**config.mk**
```make
export PLATFORM = sky130hd
export DESIGN_NAME = scl_clock_gen
export DESIGN_NICKNAME = d
export VERILOG_FILES = /design/src/rtl/scl_gen_pkg.sv /design/src/rtl/scl_prescaler.sv /design/src/rtl/scl_cfg_latch.sv /design/src/rtl/scl_phase_fsm.sv /design/src/rtl/scl_clock_gen.sv
export SDC_FILE = /design/constraint.sdc
export NUM_CORES = 1
export LEC_CHECK = 0
export BUFFER_PORTS_ARGS = -buffer_cell sky130_fd_sc_hd__buf_2
export CORE_ASPECT_RATIO = 0.8
export CORE_MARGIN = 1.5
export CORE_UTILIZATION = 60
export DETAILED_ROUTE_END_ITERATION = 7
export PLACE_DENSITY_LB_ADDON = 0.12
export SKIP_CTS_REPAIR_TIMING = 1
export SYNTH_ARGS = -nofsm -noshare
export SYNTH_HDL_FRONTEND = slang
export SYNTH_HIERARCHICAL = 1
export SYNTH_SLANG_ARGS = --single-unit
```
**constraint.sdc**
```tcl
create_clock -name clk -period 6.2 [get_ports clk]
set_input_delay 1.86 -clock clk [delete_from_list [all_inputs] [get_ports clk]]
set_output_delay 1.86 -clock clk [all_outputs]
set_load 0.02 [all_outputs]
```
**src/rtl/scl_gen_pkg.sv**
```systemverilog
package scl_gen_pkg;

    typedef enum logic [1:0] {
        ST_IDLE = 2'd0,
        ST_LOW  = 2'd1,
        ST_HIGH = 2'd2,
        ST_HALT = 2'd3
    } scl_state_e;

    localparam logic [2:0] OFFS_PSC0  = 3'd7;
    localparam logic [2:0] OFFS_PSC1  = 3'd6;
    localparam logic [2:0] OFFS_OTHER = 3'd5;
    localparam logic [2:0] OFFS_FIXED = 3'd6;

endpackage

```
**src/rtl/scl_prescaler.sv**
```systemverilog
module scl_prescaler #(
    parameter int PSC_W = 8
) (
    input  logic             clk,
    input  logic             rst_n,
    input  logic             run_i,
    input  logic [PSC_W-1:0] div_i,
    output logic             tick_o
);

    logic [PSC_W-1:0] cnt_q;

    assign tick_o = run_i && (cnt_q == div_i);

    always_ff @(posedge clk or negedge rst_n) begin
        if (!rst_n) begin
            cnt_q <= '0;
        end else if (!run_i || tick_o) begin
            cnt_q <= '0;
        end else begin
            cnt_q <= cnt_q + PSC_W'(1);
        end
    end

endmodule

```
**src/rtl/scl_cfg_latch.sv**
```systemverilog
module scl_cfg_latch
    import scl_gen_pkg::*;
#(
    parameter int PSC_W        = 8,
    parameter int CNT_W        = 12,
    parameter bit FIXED_OFFSET = 1'b0,
    localparam int LEN_W       = CNT_W + 1
) (
    input  logic             clk,
    input  logic             rst_n,
    input  logic             run_en_i,
    input  logic [PSC_W-1:0] prescale_i,
    input  logic [CNT_W-1:0] low_cnt_i,
    input  logic [CNT_W-1:0] high_cnt_i,
    output logic [PSC_W-1:0] prescale_o,
    output logic [LEN_W-1:0] low_len_o,
    output logic [LEN_W-1:0] high_len_o,
    output logic             high_zero_o
);

    logic [PSC_W-1:0] psc_q;
    logic [CNT_W-1:0] low_q;
    logic [CNT_W-1:0] high_q;
    logic [2:0]       offs;

    always_ff @(posedge clk or negedge rst_n) begin
        if (!rst_n) begin
            psc_q  <= '0;
            low_q  <= '0;
            high_q <= '0;
        end else if (!run_en_i) begin
            psc_q  <= prescale_i;
            low_q  <= low_cnt_i;
            high_q <= high_cnt_i;
        end
    end

    generate
        if (FIXED_OFFSET) begin : g_fixed
            assign offs = OFFS_FIXED;
        end else begin : g_scaled
            always_comb begin
                if (psc_q == '0)
                    offs = OFFS_PSC0;
                else if (psc_q == PSC_W'(1))
                    offs = OFFS_PSC1;
                else
                    offs = OFFS_OTHER;
            end
        end
    endgenerate

    assign prescale_o  = psc_q;
    assign low_len_o   = {1'b0, low_q}  + LEN_W'(offs);
    assign high_len_o  = {1'b0, high_q} + LEN_W'(offs);
    assign high_zero_o = (high_q == '0);

endmodule

```
**src/rtl/scl_phase_fsm.sv**
```systemverilog
module scl_phase_fsm
    import scl_gen_pkg::*;
#(
    parameter int LEN_W = 13
) (
    input  logic             clk,
    input  logic             rst_n,
    input  logic             run_en_i,
    input  logic             tick_i,
    input  logic [LEN_W-1:0] low_len_i,
    input  logic [LEN_W-1:0] high_len_i,
    input  logic             high_zero_i,
    output logic             presc_run_o,
    output logic             scl_o,
    output logic             tc_o,
    output scl_state_e       state_o
);

    scl_state_e       state_q, state_d;
    logic [LEN_W-1:0] cnt_q, cnt_d;
    logic             boundary;
    logic             scl_q, tc_q;

    always_comb begin
        state_d  = state_q;
        cnt_d    = cnt_q;
        boundary = 1'b0;
        if (!run_en_i) begin
            state_d = ST_IDLE;
            cnt_d   = '0;
        end else begin
            unique case (state_q)
                ST_IDLE: begin
                    if (high_zero_i) begin
                        state_d = ST_HALT;
                    end else begin
                        state_d = ST_LOW;
                        cnt_d   = low_len_i - LEN_W'(1);
                    end
                end
                ST_LOW: begin
                    if (tick_i) begin
                        if (cnt_q == '0) begin
                            state_d  = ST_HIGH;
                            cnt_d    = high_len_i - LEN_W'(1);
                            boundary = 1'b1;
                        end else begin
                            cnt_d = cnt_q - LEN_W'(1);
                        end
                    end
                end
                ST_HIGH: begin
                    if (tick_i) begin
                        if (cnt_q == '0) begin
                            state_d  = ST_LOW;
                            cnt_d    = low_len_i - LEN_W'(1);
                            boundary = 1'b1;
                        end else begin
                            cnt_d = cnt_q - LEN_W'(1);
                        end
                    end
                end
                ST_HALT: begin
                    state_d = ST_HALT;
                end
            endcase
        end
    end

    // state register
    always_ff @(posedge clk or negedge rst_n) begin
        if (!rst_n) begin
            state_q <= ST_IDLE;
            cnt_q   <= '0;
        end else begin
            state_q <= state_d;
            cnt_q   <= cnt_d;
        end
    end

    // outputs
    always_ff @(posedge clk or negedge rst_n) begin
        if (!rst_n) begin
            scl_q <= 1'b1;
            tc_q  <= 1'b0;
        end else begin
            scl_q <= (state_d != ST_LOW);
            tc_q  <= boundary;
        end
    end

    assign presc_run_o = (state_q == ST_LOW) || (state_q == ST_HIGH);
    assign scl_o       = scl_q;
    assign tc_o        = tc_q;
    assign state_o     = state_q;

endmodule

```
**src/rtl/scl_clock_gen.sv**
```systemverilog
module scl_clock_gen
    import scl_gen_pkg::*;
#(
    parameter int PSC_W        = 8,
    parameter int CNT_W        = 12,
    parameter bit FIXED_OFFSET = 1'b0
) (
    input  logic             clk,
    input  logic             rst_n,
    input  logic             run_en_i,
    input  logic [PSC_W-1:0] prescale_i,
    input  logic [CNT_W-1:0] low_cnt_i,
    input  logic [CNT_W-1:0] high_cnt_i,
    output logic             scl_o,
    output logic             phase_tc_o
);

    localparam int LEN_W = CNT_W + 1;

    logic [PSC_W-1:0] psc_cfg;
    logic [LEN_W-1:0] low_len;
    logic [LEN_W-1:0] high_len;
    logic             high_zero;
    logic             presc_run;
    logic             tick;
    scl_state_e       fsm_state;

    scl_cfg_latch #(
        .PSC_W        (PSC_W),
        .CNT_W        (CNT_W),
        .FIXED_OFFSET (FIXED_OFFSET)
    ) u_cfg (
        .clk         (clk),
        .rst_n       (rst_n),
        .run_en_i    (run_en_i),
        .prescale_i  (prescale_i),
        .low_cnt_i   (low_cnt_i),
        .high_cnt_i  (high_cnt_i),
        .prescale_o  (psc_cfg),
        .low_len_o   (low_len),
        .high_len_o  (high_len),
        .high_zero_o (high_zero)
    );

    scl_prescaler #(
        .PSC_W (PSC_W)
    ) u_psc (
        .clk    (clk),
        .rst_n  (rst_n),
        .run_i  (presc_run),
        .div_i  (psc_cfg),
        .tick_o (tick)
    );

    scl_phase_fsm #(
        .LEN_W (LEN_W)
    ) u_fsm (
        .clk         (clk),
        .rst_n       (rst_n),
        .run_en_i    (run_en_i),
        .tick_i      (tick),
        .low_len_i   (low_len),
        .high_len_i  (high_len),
        .high_zero_i (high_zero),
        .presc_run_o (presc_run),
        .scl_o       (scl_o),
        .tc_o        (phase_tc_o),
        .state_o     (fsm_state)
    );

endmodule

```
; Word-level counts from Yosys, hierarchy flattened
; Cells that the tools add are included.
[word_totals]
elab_cells = 55
output_inout_bits = 2
reg_bits = 57
in_bits = 35
[op_classes]
n_mux = 21
eq_ne = 10
n_reduce_logical = 10
n_addsub = 6
[ops]
columns = cell, n
row1 = 2-to-1 mux 13 bit, 6
row2 = one-hot mux 13 bit (3 select lines), 1
row3 = subtractor 13 x 1 -> 13 bit (second input constant), 3
row4 = adder 12 x 3 -> 13 bit, 2
row5 = 2-to-1 mux 2 bit, 7
row6 = zero test 13 bit, 1
row7 = zero test 12 bit, 1
row8 = inequality test 3 bit (second input constant), 3
row9 = adder 8 x 1 -> 8 bit (second input constant), 1
row10 = == test 8 x 1 -> 1 bit (second input constant), 1
row11 = == test 8 bit, 1
row12 = zero test 8 bit, 1
row13 = 2-to-1 mux 8 bit, 1
row14 = one-hot mux 2 bit (4 select lines), 1
row15 = == test 2 bit (second input constant), 2
row16 = 2-to-1 mux 1 bit, 4
row17 = inequality test 4 x 1 -> 1 bit (second input constant), 1
row18 = AND reduction 4 bit, 1
row19 = 2-to-1 mux 3 bit, 1
row20 = == test 2 x 1 -> 1 bit (second input constant), 1
row21 = zero test 2 bit, 1
row22 = logical OR 1 bit, 2
row23 = inequality test 2 x 1 -> 1 bit (second input constant), 1
row24 = OR reduction 2 bit, 1
row25 = 2 further kinds, 2

; Logic depth before layout (Yosys ltp)
; Gate-level depths: netlist of the first run.
[logic_depth]
word_depth = 9
ltp_mapped = 13
depth_no_buf = 13

; Modules after synthesis
; Netlist of the first run, hierarchy kept.
[by_module_without_submodules]
columns = mod, area_each_um2, cells_per_inst, n_inst, seq_area_each_um2
row1 = scl_phase_fsm, 1779.2, 212, 1, 426.7
row2 = scl_cfg_latch, 1712.9, 133, 1, 800.8
row3 = scl_prescaler, 500.5, 46, 1, 200.2

; Worst setup path after synthesis of the first run
; No wires, ideal clock.
[synth_path]
kind = register to register
startpoint = register u_cfg.psc_q[3], in the netlist u_cfg/prescale_o[3]
endpoint = register u_fsm.cnt_q[12]
setup_time_ns = 0.082
path_buffers = 0
synth_period_minus_slack_ns = 3.760
path_stages_with_launch = 14
slack_ns = 2.440
required_ns = 6.118
t_arrival_ns = 3.678
path_cell_list = dfrtp_1 > or4_4 > nor4_4 > nand2_1 > ha_1 > fa_1 > nor2_1 > nor3b_1 > xor2_1 > or4_4 > nor4_2 > xor2_1 > nand3_1 > a31oi_1
[synth_between]
elab_chain_cells = 9
elab_cells_between_ends = 20
classes_between = add/sub (4) / eq/ne (4) / mux (9) / reduce/logical (3)
[synth_rtl]
columns = element, line
row1 = "start, declared", scl_cfg_latch.sv:21  ; logic [PSC_W-1:0] psc_q;
row2 = "start signal, assigned", scl_cfg_latch.sv:32  ; psc_q <= prescale_i;
row3 = == test 8 x 1 -> 1 bit, scl_cfg_latch.sv:45  ; else if (psc_q == PSC_W'(1))
row4 = 2-to-1 mux 2 bit, scl_cfg_latch.sv:45
row5 = 2-to-1 mux 3 bit (*), scl_cfg_latch.sv:43  ; if (psc_q == '0)
row6 = adder 12 x 3 -> 13 bit (*), scl_cfg_latch.sv:55  ; assign high_len_o = {1'b0, high_q} + LEN_W'(offs);
row7 = net high_len[8], scl_clock_gen.sv:22  ; logic [LEN_W-1:0] high_len;
row8 = subtractor 13 x 1 -> 13 bit (*), scl_phase_fsm.sv:45  ; cnt_d = high_len_i - LEN_W'(1);
row9 = 2-to-1 mux 13 bit (*), scl_phase_fsm.sv:43  ; if (cnt_q == '0) begin
row10 = 2-to-1 mux 13 bit (*), scl_phase_fsm.sv:42  ; if (tick_i) begin
row11 = one-hot mux 13 bit (3 select lines) (*), scl_phase_fsm.sv:32  ; unique case (state_q)
row12 = 2-to-1 mux 13 bit (*), scl_phase_fsm.sv:28  ; if (!run_en_i) begin
row13 = "end signal, assigned", scl_phase_fsm.sv:77  ; cnt_q <= cnt_d;
row14 = "end, declared", scl_phase_fsm.sv:20  ; logic [LEN_W-1:0] cnt_q, cnt_d;
; Mark *: on every way through the listed nets, which the timed path passes. The rest lies on a longest branch. The select of a mux whose other input is x is not followed.
; A chain may end at the register's enable or synchronous reset.

; Worst setup path after layout of the first run
; Ends and elaborated chain as after synthesis.

==> results.yml, run 1 <==
sta:
  hold_viol_final: 0
  finClkSkew_ns: 0.0108
  fin_crit_sh_pct: 67.2
  relSlewSlack_pct: 42.9
  final_max_slew_viol_count: 0
  worstMarginPinSlew_ns: 0.849
  setup_viol: 0
  fmax_ghz: 0.240
  final.setup.tns_ns: 0
  fin_crit_ns: 4.17
  rsz0062_at_grt: "no"
critical_path:
  end_kind: "register"
  arrival_ns: 4.42
  worstPathRequired_ns: 6.45
  crit_fanout: 5
  crit_type: "reg2reg"
  worst_setup_path_start_kind: "register"
status:
  status: "completed"
yosys:
  synth_common_cells: "dfrtp_1 (56), xor2_1 (35), mux2_2 (30), nor2_1 (19), o21ai_0 (19)"
  synth.mux.area_fraction_pct: 9.53
  synthCells: 391
  synth_area_sq_um: 3990
  syn_avg_cell_area_sq_um: 10.2
  synth_cell_types: 58
  synth_warnings: 6
  synth_edf_count: 0
  syn_nets: 441
  synth_top_family_by_area: "simple AND/OR/NAND/NOR gates"
  synth_async_sr_flop_share_pct: 100
  synth_compound_area_share_pct: 12.4
  synth_xor_area_share_pct: 12.4
  yosysTopAreaCell: "dfrtp_1"
  synth-seq-cells: 57
  synth_fa_ha_area_share_pct: 5.08
  synthSimpleGateAreaFrac_pct: 21.2
  yosys.cell_count.top_type: "dfrtp_1"
  synth_top_area_share_pct: 35.1
  synth-main-ff-cell: "dfrtp_1"
  ys_seq_area_share_pct: 35.8
  synth.top_cells.by_area: "dfrtp_1 (35%), mux2_2 (8.5%), xor2_1 (7.7%)"
global_route:
  grt_max_degree: 58
  grt_pass1_vias: 3097
  grt_use_total_pct: 27.7
  busiest_layer: "met2"
  use_met2_pct: 41.1
  antenna_found_initial: 0
  overflow: 0
  grt_pass1_wl_um: 15400
  use_met3_pct: 7.43
  grtUsageMet1_pct: 39.5
detailed_routing:
  wl_per_cell_um: 18.1
  route.detailed.drc: 0
  ant_nets: 0
  first_pass_iters: 5
  route.final.wire_length_um: 9320
  vias: 3261
  first_iter_violations: 251
  detail_route.vias_per_cell: 6.34
clock_tree:
  clock-sinks: 57
  cts_buffers: 9
  root_buffer: "clkbuf_8"
  cts_tree: "done"
  insertion_delay_ns: 0.34
  cts_max_level: 3
  clockBufferDepth: 2
  clkTransAtPathRegs_ns: 0.07
cells_and_area:
  areaGrowthSynthToFinish_pct: 9.37
  finalNetCount: 475
  layout-drive-gt1-share_pct: 24.0
  diodes: 0
  nFillCells: 513
  post-route-util_pct: 68.1
power:
  ir_drop_v: 0.000162
  p_leak_uw: 0.00180
  p_per_area_nw_per_um2: 350
die:
  start_util_pct: 62.3
  die_w_um: 94.2
  core_area_sq_um: 6410
  die_area_sq_um: 7160
  die_y_um: 76.0
  row_count: 26
  io_pins: 37
placement:
  io_buffers: 36
  dp_hpwl_um: 6840
  gp_congestion: 0.899
worst_hold_path:
  min_path_type: "reg2reg"
run:
  drv_cap: 0
-- flip-flops by register name, indices dropped and copies added, names as in the netlist --
| name | count |
|---|---|
| u_cfg/high_q | 12 |
| u_cfg/prescale_o | 8 |
| u_fsm/tc_o | 1 |
| u_psc/cnt_q | 8 |
| u_fsm/state_o | 2 |
| u_fsm/cnt_q | 13 |
| u_fsm/scl_o | 1 |
| u_cfg/low_q | 12 |
-- cells in the final DEF, fill, tap and decap left out, drive strengths merged, types with 5 or more instances in the layout --
| master | n |
|---|---|
| mux2 | 32 |
| clkbuf | 11 |
| a211oi | 8 |
| xor2 | 37 |
| nor4 | 15 |
| inv | 13 |
| nand4 | 11 |
| or3 | 9 |
| nand3 | 13 |
| nor3b | 8 |
| buf | 37 |
| o21ai | 22 |
| a2111oi | 5 |
| a21oi | 6 |
| nor2 | 19 |
| ha | 13 |
| xnor2 | 18 |
| nand2 | 18 |
| dfrtp | 56 |
| a22oi | 9 |
| nor3 | 12 |
-- report_power, final --
part,internal [uW],total [uW],leakage (uW),switching (uW)
combinational,276,695,0.00100,420
clock,154,304,0.0000891,150
sequential,435,528,0.000709,93.0
-- worst max-delay path, stage by stage (launching register included) --
cell,delay [ns]
dfrtp_1,0.42
or4_4,0.55
nor4_4,0.33
nand2_1,0.15
ha_1,0.25
fa_1,0.43
nor2_1,0.29
nor3b_1,0.12
xor2_1,0.17
or4_4,0.59
nor4_2,0.33
xor2_1,0.20
nand3_1,0.09
a31oi_1,0.17
-- worst paths after layout --
kind                                           from              end  slack [ns]  depth (start not counted)
min in group asynchronous                     rst_n   u_fsm/cnt_q[5]        1.67                          2
worst max-delay path            u_cfg/prescale_o[3]  u_fsm/cnt_q[12]        2.03                         13
worst min register to register      u_cfg/low_q[11]  u_cfg/low_q[11]        0.51                          1
worst max register to register  u_cfg/prescale_o[3]  u_fsm/cnt_q[12]        2.03                         13
max in group asynchronous                     rst_n  u_cfg/low_q[11]        4.04                          2
worst min-delay path                u_cfg/low_q[11]  u_cfg/low_q[11]        0.51                          1
-- metal layers --
layer,up-vias,share of wire [%]
met2,143,45
li1,1520,-
met5,-,0
met1,1580,46
met3,18,7.7
met4,0,2.0
-- per-stage QoR --
stage               hold slack, ns  instance area (sq um)  std cells  worst slack [ns]  power [uW]
finish                       0.510                   4370        514              2.03        1530
global placement             0.493                   4190        498              2.22        1190
CTS                          0.512                   4370        514              2.07        1520
floorplan                    0.479                   3990        391              2.44        1060
global route                 0.547                   4370        514              1.86        1630
detailed placement           0.498                   4190        498              2.09        1210
-- cells by family after synthesis --
family / Yosys count
AO/OA/AOI/OAI: 72
XOR/XNOR: 55
adder cells (fa/ha/maj): 15
buffers and inverters: 27
flip-flops: 57
multiplexers: 34
AND/OR/NAND/NOR: 131
-- area by class of cell --
type,count,area (sq um),area share [%]
multi-input cells,307,2420,55.5
flip-flops and latches,57,1430,32.7
repair buffers,37,188,4.30
clock buffers,11,141,3.24
well taps,84,105,2.41
inverters,13,48.8,1.12
clock inverters,5,31.3,0.716
Power figures use the tool's default switching activity.
==> run 2, diff against run 1 <==
==> constraint.sdc (replaced) <==
create_clock -name clk -period 4.1 [get_ports clk]
set_input_delay 1.23 -clock clk [delete_from_list [all_inputs] [get_ports clk]]
set_output_delay 1.23 -clock clk [all_outputs]
set_load 0.02 [all_outputs]
==> run 2 against run 1 <==
Sequential power up 52%. Via count up 2.2%. Register-to-register slack worse by 1.9 ns. Worst hold slack better by 0.0067 ns. Setup slack worse by 1.9 ns. Count of clock-buffer cells in the layout unchanged. Combinational power up 53%. Clock skew down 0.0010 ns. Critical path type unchanged. Largest power group unchanged.
==> results.yml, run 2 (synthesis gave the netlist of run 1 again) <==
sta:
  finClkSkew_ns: 0.00979
  final.setup.tns_ns: 0
  fin_crit_sh_pct: 96.5
  rsz0062_at_grt: "no"
  fin_crit_ns: 3.96
  setup_viol: 0
  fmax_ghz: 0.253
  fin_ws_ns: 0.144
  relSlewSlack_pct: 35.1
  hold_viol_final: 0
  worstMarginPinSlew_ns: 0.974
  final_max_slew_viol_count: 0
clock_tree:
  insertion_delay_ns: 0.34
  clockBufferDepth: 2
  clkTransAtPathRegs_ns: 0.07
  clock-sinks: 57
  root_buffer: "clkbuf_8"
  cts_max_level: 3
  cts_buffers: 9
  cts_tree: "done"
detailed_routing:
  ant_nets: 0
  wl_per_cell_um: 18.5
  vias: 3333
  first_pass_iters: 5
  route.final.wire_length_um: 9640
  first_iter_violations: 248
  detail_route.vias_per_cell: 6.40
  route.detailed.drc: 0
global_route:
  use_met2_pct: 41.9
  grt_pass1_vias: 3154
  grt_max_degree: 42
  grtUsageMet1_pct: 41.2
  grt_pass1_wl_um: 15800
  busiest_layer: "met2"
  use_met3_pct: 7.33
  overflow: 0
  grt_use_total_pct: 28.4
  antenna_found_initial: 0
placement:
  dp_cells: 505
  gp_congestion: 0.929
  dp_hpwl_um: 6960
  place_ws_ns: 0.220
  io_buffers: 36
cells_and_area:
  mostFrequentLayoutCell: "dfrtp_1"
  finalNetCount: 482
  layout_common_cells: "dfrtp_1 (56), buf_2 (36), xor2_1 (35)"
  layout-drive-gt1-share_pct: 25.6
  top_regs: "u_fsm/cnt_q (13), u_cfg/high_q (12), u_cfg/low_q (12)"
  areaGrowthSynthToFinish_pct: 13.4
  diodes: 0
  fin_cells: 521
  largest_reg_flops: 13
  top_register: "u_fsm/cnt_q"
die:
  io_pins: 37
  row_count: 26
  die_y_um: 76.0
  start_util_pct: 62.3
  die_w_um: 94.2
  core_area_sq_um: 6410
  die_area_sq_um: 7160
status:
  status: "completed"
power:
  p_int_uw: 1580
  p_comb_share_pct: 41.0
  ir_drop_v: 0.000299
  swShare_pct: 39.1
  p_clk_share_pct: 28.2
  p_per_area_nw_per_um2: 574
  power.total_uw: 2600
  seq_power_share_pct: 30.9
  p_switching_uw: 1020
  p_leak_uw: 0.00189
run:
  drv_cap: 0
critical_path:
  crit_fanout: 5
  rrSetupSlack_ns: 0.14
  worst_setup_path_start_kind: "register"
  crit_type: "reg2reg"
  arrival_ns: 4.21
  worstPathRequired_ns: 4.36
  end_kind: "register"
worst_hold_path:
  min_path_type: "reg2reg"
## run 2: layout make-up
| class | count | area [sq um] |
|---|---|---|
| clock buffers | 11 | 151 |
| clock inverters | 5 | 125 |
| fillers | 476 | 1880 |
| inverters | 13 | 48.8 |
| multi-input cells | 307 | 2430 |
| flip-flops and latches | 57 | 1430 |
| well taps | 84 | 105 |
| repair buffers | 44 | 240 |
## run 2: through the flow
step | utilization, % | hold slack (ns) | instance area (sq um)
detailed placement | 66.3 | 0.515 | 4250
global route | 70.7 | 0.554 | 4530
finish | 70.7 | 0.516 | 4530
global placement | 66.3 | 0.496 | 4250
CTS | 70.6 | 0.525 | 4520
floorplan | - | 0.479 | 3990
## run 2: worst paths after layout
| path | depth (start not counted) | start | end |
|---|---|---|---|
| min in group asynchronous | 1 | rst_n | u_fsm/cnt_q[4] |
| worst min register to register | 1 | u_cfg/low_q[11] | u_cfg/low_q[11] |
| max in group asynchronous | 2 | rst_n | u_cfg/low_q[7] |
| worst max-delay path | 13 | u_cfg/prescale_o[4] | u_fsm/cnt_q[12] |
| worst min-delay path | 1 | u_cfg/low_q[11] | u_cfg/low_q[11] |
| worst max register to register | 13 | u_cfg/prescale_o[4] | u_fsm/cnt_q[12] |
## run 2: power groups by stage
| stage | Combinational, uW | Sequential [uW] | Clock [uW] |
|---|---|---|---|
| 2_1_floorplan | 826 | 772 | 0 |
| 3_3_place_gp | 1010 | 802 | 0 |
| 3_5_place_dp | 1030 | 807 | 0 |
| 4_1_cts | 1040 | 797 | 745 |
| 5_1_grt | 1160 | 815 | 769 |
| 6_report | 1060 | 802 | 732 |
## run 2: worst max-delay path, cell delays in order, from the launching register on
cell and delay [ns]:
dfrtp_1 0.41, or4_4 0.56, nor4_4 0.18, nand2_1 0.13, ha_1 0.23, fa_1 0.42, nor2_1 0.29, nor3b_1 0.11
xor2_1 0.17, or4_4 0.58, nor4_2 0.32, xor2_1 0.20, nand3_1 0.10, a31oi_1 0.17
## run 2: layer usage
layer	share of wire, %	vias up
li1	-	1540
met1	46	1611
met2	45	164
met3	7.8	18
met4	1.8	0
met5	0	-
==> run 3, diff against run 2 <==
--- a/config.mk
+++ b/config.mk
@@ -5,6 +5,7 @@
 export SDC_FILE = /design/constraint.sdc
 export NUM_CORES = 1
 export LEC_CHECK = 0
+export ABC_AREA = 1
 export BUFFER_PORTS_ARGS = -buffer_cell sky130_fd_sc_hd__buf_2
 export CORE_ASPECT_RATIO = 0.8
 export CORE_MARGIN = 1.5
==> run 3 against run 2 <==
Non-clock buffer count decreased by 5. Setup slack better by 0.58 ns. Clock skew is 0.0013 ns lower. Via count rose by 19%. First-iteration DRC count is 2.4% higher. Synthesized cell count rose by 58%. Critical path depth grew 6. Critical path type unchanged. Global-route usage down 0.81 points. Routed wire length grew 3.5%. Final cell count grew 44%. Fmax is 17% higher. Combinational power fell by 45%.
==> results.yml, run 3 <==
status:
  status: "completed"
power:
  seq_power_share_pct: 34.9
  p_comb_share_pct: 29.6
  p_clk_share_pct: 35.5
  p_int_uw: 1280
  swShare_pct: 34.7
  p_switching_uw: 679
  p_leak_uw: 0.00252
  p_per_area_nw_per_um2: 404
  ir_drop_v: 0.000325
sta:
  rsz0062_at_grt: "no"
  final_max_slew_viol_count: 0
  worstMarginPinSlew_ns: 0.850
  setup_viol: 0
  final.setup.tns_ns: 0
  hold_viol_final: 0
  fin_ws_ns: 0.720
  fin_crit_sh_pct: 82.4
  finClkSkew_ns: 0.00849
  whs_ns: 0.495
  relSlewSlack_pct: 43.3
  fmax_ghz: 0.296
  fin_crit_ns: 3.38
placement:
  io_buffers: 36
  place_ws_ns: 0.788
  dp_cells: 734
  gp_congestion: 0.865
  dp_hpwl_um: 7460
detailed_routing:
  ant_nets: 0
  first_pass_iters: 5
  detail_route.vias_per_cell: 5.27
  first_iter_violations: 254
  route.final.wire_length_um: 9980
  wl_per_cell_um: 13.3
  vias: 3955
  route.detailed.drc: 0
yosys:
  synthCells: 618
  synth-main-ff-cell: "dfrtp_1"
  synth_warnings: 6
  yosys.cell_count.top_type: "nand2_1"
  synth_cell_types: 37
  synth-seq-cells: 57
  synth_edf_count: 0
  synth.top_cells.by_area: "dfrtp_1 (32%), nand2_1 (19%), nor2_1 (7.1%)"
  synth_area_sq_um: 4350
  synth_common_cells: "nand2_1 (223), nor2_1 (82), inv_1 (65), dfrtp_1 (56), nand3_1 (37)"
  syn_nets: 668
  synth_top_area_share_pct: 32.2
  syn_avg_cell_area_sq_um: 7.04
  yosysTopAreaCell: "dfrtp_1"
  ys_seq_area_share_pct: 32.8
  synth_async_sr_flop_share_pct: 100
critical_path:
  crit_type: "reg2reg"
  crit_fanout: 6
  worst_setup_path_start_kind: "register"
  worstPathRequired_ns: 4.38
  end_kind: "register"
  arrival_ns: 3.66
global_route:
  grt_use_total_pct: 27.6
  grt_max_degree: 37
  overflow: 0
  grt_pass1_vias: 3727
  antenna_found_initial: 0
  grt_pass1_wl_um: 17100
die:
  core_area_sq_um: 6960
  die_y_um: 79.2
  row_count: 27
  start_util_pct: 62.5
  io_pins: 37
  die_area_sq_um: 7780
  die_w_um: 98.2
cells_and_area:
  top_regs: "u_fsm/cnt_q (13), u_cfg/high_q (12), u_cfg/low_q (12)"
  nFillCells: 598
  fin_cells: 750
  areaGrowthSynthToFinish_pct: 11.2
  seqCellArea_sq_um: 1430
  multi_input_area_sq_um: 2580
  layout_common_cells: "nand2_1 (223), nor2_1 (82), inv_1 (65)"
  finalNetCount: 708
  diodes: 0
  mostFrequentLayoutCell: "nand2_1"
  largest_reg_flops: 13
  top_register: "u_fsm/cnt_q"
  layout-drive-gt1-share_pct: 15.8
worst_hold_path:
  min_path_type: "reg2reg"
clock_tree:
  cts_max_level: 3
  cts_tree: "done"
  clock-sinks: 57
  clockBufferDepth: 2
  clkTransAtPathRegs_ns: 0.07
  insertion_delay_ns: 0.35
  root_buffer: "clkbuf_8"
  cts_buffers: 9
run:
  drv_cap: 0
[run 3: changes by cell type in the layout (fill, tap and decap cells not counted), moves of 7 or more]
cell,delta
nor4_1,-9
o21ai_0,-16
xor2_1,-15
mux2_2,-9
inv_1,+52
nor2_1,+63
a22oi_1,-9
nand2_1,+205
or3_1,-9
nand3_1,+24
nor3b_1,-7
[run 3: routing by layer]
metal,up-vias,part of all wire [%],global-route usage [%]
met4,0,1.2,7.75
met1,1835,47,36.6
li1,2010,-,-
met5,-,0,0
met2,97,46,46.2
met3,13,5.2,5.72
[run 3: cell families (layout without fill, tap and decap cells)]
| logic type | count (synthesis) | after routing | synth area share (%) |
|---|---|---|---|
| xor gates and xnor gates | 35 | 35 | 7.04 |
| AOI/OAI and AO/OA | 24 | 24 | 3.28 |
| adders and majority gates | 15 | 15 | 4.66 |
| DFF | 57 | 57 | 32.8 |
| and+or+nand+nor | 387 | 387 | 38.6 |
| buffers and inverters | 78 | 123 | 7.85 |
| muxes | 22 | 22 | 5.78 |
[run 3: final timing paths]
kind	startpoint	to	slack, ns	cells after the start
max reg2reg	u_cfg/prescale_o[3]	u_fsm/cnt_q[11]	0.72	19
min in group asynchronous	rst_n	u_cfg/high_q[10]	0.99	1
min reg2reg	u_fsm/cnt_q[0]	u_fsm/cnt_q[0]	0.50	2
max in group asynchronous	rst_n	u_cfg/low_q[8]	2.29	2
max	u_cfg/prescale_o[3]	u_fsm/cnt_q[11]	0.72	19
min	u_fsm/cnt_q[0]	u_fsm/cnt_q[0]	0.50	2
[run 3: per-stage QoR]
stage          instance area (sq um)  total power (uW)  util (%)
2_1_floorplan                   4350              1130         -
3_3_place_gp                    4580              1240      65.8
3_5_place_dp                    4580              1260      65.8
4_1_cts                         4840              1970      69.6
5_1_grt                         4840              2080      69.6
6_report                        4840              1960      69.6
[run 3: worst max-delay path, cell delays in order, from the launching register on]
cell,delay [ns]
dfrtp_1,0.40
or2_2,0.32
nor3b_1,0.21
nand2_1,0.11
ha_1,0.23
fa_1,0.42
nor2_1,0.21
nor2_1,0.07
xor2_1,0.18
nor2_1,0.20
nand2_1,0.07
nor2_1,0.31
nand2_1,0.10
nand2_1,0.08
nand3_1,0.09
nand2_1,0.08
nand2_1,0.06
nand2_1,0.06
nand2_1,0.05
nand2_1,0.07
[run 3: power by group through the flow]
stage,Combinational [uW],Sequential [uW],Clock (uW)
6_report,579,683,696
5_1_grt,657,691,731
4_1_cts,574,681,712
3_5_place_dp,569,691,0
3_3_place_gp,552,689,0
2_1_floorplan,454,674,0
[run 3: cell type report]
class | count | share of cell area [%]
Clock inverter | 4 | 2.02
Clock buffer | 12 | 3.41
Multi-Input combinational cell | 483 | 53.3
Inverter | 68 | 5.30
Tap cell | 87 | 2.25
Timing Repair Buffer | 39 | 4.19
Sequential cell | 57 | 29.5
